**config.mk**
```make
export PLATFORM = sky130hd
export DESIGN_NAME = bus_cycle_seq
export DESIGN_NICKNAME = d
export VERILOG_FILES = /design/src/rtl/bus_cycle_pkg.sv /design/src/rtl/bus_cycle_next.sv /design/src/rtl/bus_cycle_out.sv /design/src/rtl/bus_cycle_seq.sv
export SDC_FILE = /design/constraint.sdc
export NUM_CORES = 1
export LEC_CHECK = 0
export ABC_AREA = 1
export CAP_MARGIN = 30
export CORE_AREA = 3 3 40 42
export DETAILED_ROUTE_END_ITERATION = 7
export DIE_AREA = 0 0 43 45
export HOLD_SLACK_MARGIN = 0.12
export SLEW_MARGIN = 30
export SYNTH_ARGS = -nofsm -noshare
export SYNTH_HDL_FRONTEND = slang
export SYNTH_HIERARCHICAL = 1
export SYNTH_SLANG_ARGS = --single-unit
export TNS_END_PERCENT = 20
```
**constraint.sdc**
```tcl
create_clock -name clk -period 2.5 [get_ports clk]
set_clock_uncertainty 0.15 [all_clocks]
set_input_delay 0.375 -clock clk [delete_from_list [all_inputs] [get_ports clk]]
set_output_delay 0.375 -clock clk [all_outputs]
set_load 0.02 [all_outputs]
```
**src/rtl/bus_cycle_pkg.sv**
```systemverilog
package bus_cycle_pkg;
    localparam int ST_W = 3;

    typedef enum logic [ST_W-1:0] {
        S_IDLE      = 3'd0,
        S_HOLD_ACK  = 3'd1,
        S_ADDR      = 3'd2,
        S_DATA      = 3'd3,
        S_DATA_NA   = 3'd4,
        S_DATA_NP   = 3'd5,
        S_ADDR_PIPE = 3'd6
    } bus_st_e;
endpackage

```
**src/rtl/bus_cycle_next.sv**
```systemverilog
module bus_cycle_next
    import bus_cycle_pkg::*;
(
    input  bus_st_e cur,
    input  logic    req_pend,
    input  logic    na,
    input  logic    ready,
    input  logic    hold,
    output bus_st_e nxt
);
    logic launch;
    bus_st_e finish_st;
    bus_st_e wait_st;

    // A new cycle may start only when no hold is requested.
    assign launch = req_pend && !hold;

    // Completion target shared by DATA and ADDR_PIPE.
    always_comb begin
        if (hold)          finish_st = S_HOLD_ACK;
        else if (req_pend) finish_st = S_ADDR;
        else               finish_st = S_IDLE;
    end

    // Wait target shared by DATA and ADDR_PIPE.
    always_comb begin
        if (!na)         wait_st = S_DATA;
        else if (launch) wait_st = S_DATA_NP;
        else             wait_st = S_DATA_NA;
    end

    always_comb begin
        nxt = S_IDLE;
        unique case (cur)
            S_IDLE, S_HOLD_ACK: begin
                if (hold)        nxt = S_HOLD_ACK;
                else if (launch) nxt = S_ADDR;
                else             nxt = S_IDLE;
            end
            S_ADDR:
                nxt = S_DATA;
            S_DATA, S_ADDR_PIPE:
                nxt = ready ? finish_st : wait_st;
            S_DATA_NA: begin
                if (ready)       nxt = hold ? S_HOLD_ACK : S_IDLE;
                else if (launch) nxt = S_DATA_NP;
                else             nxt = S_DATA_NA;
            end
            S_DATA_NP:
                nxt = ready ? S_ADDR_PIPE : S_DATA_NP;
            default:
                nxt = S_IDLE;
        endcase
    end
endmodule

```
**src/rtl/bus_cycle_out.sv**
```systemverilog
module bus_cycle_out
    import bus_cycle_pkg::*;
(
    input  bus_st_e cur,
    input  logic    np_seen,
    output logic    ads,
    output logic    addr_ld,
    output logic    hlda
);
    always_comb begin
        ads  = 1'b0;
        hlda = 1'b0;
        unique case (cur)
            S_ADDR:     ads  = 1'b1;
            S_DATA_NP:  ads  = !np_seen;
            S_HOLD_ACK: hlda = 1'b1;
            default: begin
                ads  = 1'b0;
                hlda = 1'b0;
            end
        endcase
    end

    assign addr_ld = ads;
endmodule

```
**src/rtl/bus_cycle_seq.sv**
```systemverilog
module bus_cycle_seq
    import bus_cycle_pkg::*;
#(
    parameter int ST_OUT_W = ST_W
) (
    input  logic                clk,
    input  logic                rst_n,
    input  logic                req_pend,
    input  logic                na,
    input  logic                ready,
    input  logic                hold,
    output logic                ads,
    output logic                addr_ld,
    output logic                hlda,
    output logic [ST_OUT_W-1:0] bus_state
);
    bus_st_e st_q;
    bus_st_e st_d;
    logic    np_seen_q;

    bus_cycle_next u_next (
        .cur      (st_q),
        .req_pend (req_pend),
        .na       (na),
        .ready    (ready),
        .hold     (hold),
        .nxt      (st_d)
    );

    always_ff @(posedge clk or negedge rst_n) begin
        if (!rst_n) begin
            st_q      <= S_IDLE;
            np_seen_q <= 1'b0;
        end else begin
            st_q      <= st_d;
            np_seen_q <= (st_q == S_DATA_NP);
        end
    end

    bus_cycle_out u_out (
        .cur     (st_q),
        .np_seen (np_seen_q),
        .ads     (ads),
        .addr_ld (addr_ld),
        .hlda    (hlda)
    );

    assign bus_state = ST_OUT_W'(st_q);
endmodule

```
==> results.toml <==
[global_route]
grt_usage_pct = 8.51
grt_pass1_vias = 284
overflow = 0
grt_max_degree = 12
grt_pass1_wl_um = 1160
grt_antenna_before_repair = 0

[worst_setup_path]
r2r_end = "bus_state[1]$_DFF_PN0_"
r2r_start = "bus_state[1]$_DFF_PN0_"
critPathLaunchType = "register"
worst-r2r-cell-count = 7
crit_type = "register to primary output"
cp.arrival_ns = 1.64
end_kind = "primary output"
cp.required_ns = 1.98
timing.reg2reg.setup_slack_ns = 1.25
worstPathMaxFanout = 10

[sta]
fmax_mhz = 462
tns_ns = 0
fin_crit_sh_pct = 86.6
slew_headroom_pct = 78.3
hold_viol = 0
setup_violations = 0
rsz0062_at_grt = "false"
fin_crit_ns = 2.17
slew_viol_final = 0
worstMarginPinSlew_ns = 0.325

[drt]
drc = 0
dr_total_vias = 342
wl_met2_um = 280
drt-initial-drc-count = 8
routedWlPerCell_um = 8.00
highest_layer = "met3"
drt-met1-wl_um = 286
wl_met3_um = 81
drt.antenna.violating_nets = 0
vias_per_cell = 4.22
finalWirelength_um = 648
first_pass_iters = 4

[power]
power_uw = 560
intPower_uw = 295
combPwrFrac_pct = 59.9
p_per_area_nw_per_um2 = 1240
switching_share_pct = 47.4
pwr-share-seq_pct = 25.7
p_leak_nw = 0.252
switching_power_uw = 266
vdd_drop_max_mv = 0.563
p_clk_share_pct = 14.4

[job]
maxCapViolations = 0

[logic_synthesis]
synth_area_leader_cell = "dfrtp_1"
syn_area_um2 = 307
yosys-top-cells-area = "dfrtp_1 33%, nand2_1 24%, inv_1 13%, nand3_1 11%, nor2_1 6.1%"
synth_edf_count = 0
synthArstFlopShare_pct = 100
synth_ff_type = "dfrtp_1"
synth_top_area_share_pct = 32.7
syn-num-nets = 59
syn_avg_cell_area_um2 = 5.78
synthTopCellsByCount = "20 x nand2_1, 11 x inv_1, 7 x nand3_1"
syn_inst = 53
synth.most_common_cell = "nand2_1"
ys_ff_latch = 4
synth_warnings = 6
synth_cell_types = 10
yosysSeqAreaShare_pct = 32.7

[placed_design]
dp_cells = 78
gp_congestion = 0.719
dp_hpwl_um = 499
dpl_cell_area_um2 = 428
io_buffer_count = 11

[die]
start_util_pct = 23.9
core-area_um2 = 1280
die_h_um = 45
fp.dieW_um = 43
io_pins = 12
die-area_um2 = 1940
row_count = 13

[cts]
clk-insertion-delay-late_ns = 0.24
cts_hold_buffers = 0
cts_buffers = 3
clock_sinks = 4
ctsResizeCount = 0
tritoncts = "done"
clock_path_buffers = 2
root_buffer = "clkbuf_4"
post-cts-setup-buffers = 0
cts.reportedPaths.clkPinSlew_ns = 0.04
h-tree-depth = 1

[finish]
stdcell_count = 81
areaGrowthSynthToFinish_pct = 46.9
fill_cells = 139
stdcell_area_um2 = 450
drive_above_1_share_pct = 6.06
nNetsFinal = 74
fin_util_pct = 35.1
diodes = 0

[hold_path]
min_path_type = "input pin to asynchronous set/reset pin"

[run_status]
status = "complete, no violations"
## stage by stage
stage	worst slack, ns	hold WS (ns)
2_1_floorplan	0.828	-0.0706
3_3_place_gp	0.617	0.439
3_5_place_dp	0.580	0.447
4_1_cts	0.320	0.191
5_1_grt	0.224	0.198
6_report	0.334	0.189
## how the worst max path moves through the flow
stage	startpoint	end	slack [ns]	depth (start not counted)
after detailed placement	bus_state[0]$_DFF_PN0_	addr_ld	0.58	5
after CTS	bus_state[0]$_DFF_PN0_	addr_ld	0.32	5
after floorplan	bus_state[0]$_DFF_PN0_	ads	0.83	5
final	bus_state[0]$_DFF_PN0_	addr_ld	0.33	5
after global placement	bus_state[0]$_DFF_PN0_	ads	0.62	5
after global routing	bus_state[0]$_DFF_PN0_	hlda	0.22	3
## worst max-delay path, stage by stage (launching register included)
cell and delay (ns):
dfrtp_1 0.48, inv_1 0.11, nor2_1 0.09, nand2_1 0.05, nand2_1 0.07, clkdlybuf4s50_1 0.60
## cell families (layout without fill, tap and decap cells)
kind of cell,after synthesis,in the layout,synth area share [%]
buffers and inverters,12,25,15.9
AND/OR/NAND/NOR,34,34,45.7
AO/OA/AOI/OAI,3,3,5.72
flip-flops,4,4,32.7
## registers in the layout, indices dropped and copies added (netlist names)
signal     count
bus_state      3
np_seen_q      1
## power by group through the flow
stage	combinational, mW	sequential, mW	clock, mW
2_1_floorplan	0.189	0.163	0
3_3_place_gp	0.337	0.144	0
3_5_place_dp	0.337	0.146	0
4_1_cts	0.337	0.146	0.0846
5_1_grt	0.371	0.155	0.0936
6_report	0.336	0.144	0.0806
## final cells by class
class	count	area (um^2)	area share (%)
multi-input combinational	37	158	35.0
timing repair buffer	11	110	24.4
sequential	4	100	22.2
inverter	11	41.3	9.17
clock buffer	3	22.5	5.00
tap	15	18.8	4.17
## placed cells by master (no fill, tap or decap)
cell,Yosys,routed
clkbuf_4,0,3
clkdlybuf4s50_1,0,11
dfrtp_1,4,4
inv_1,11,11
nand2_1,20,20
nand3_1,7,7
nor2_1,5,5
nor2_2,1,1
nor3_1,1,1
o211ai_1,1,1
o21ai_0,2,2
## routing by layer
metal	up-vias	global-route usage, %
li1	186	-
met1	140	10.4
met2	16	11.4
met3	0	7.17
met4	0	1.81
met5	-	0
(Power assumes the default switching activity.)
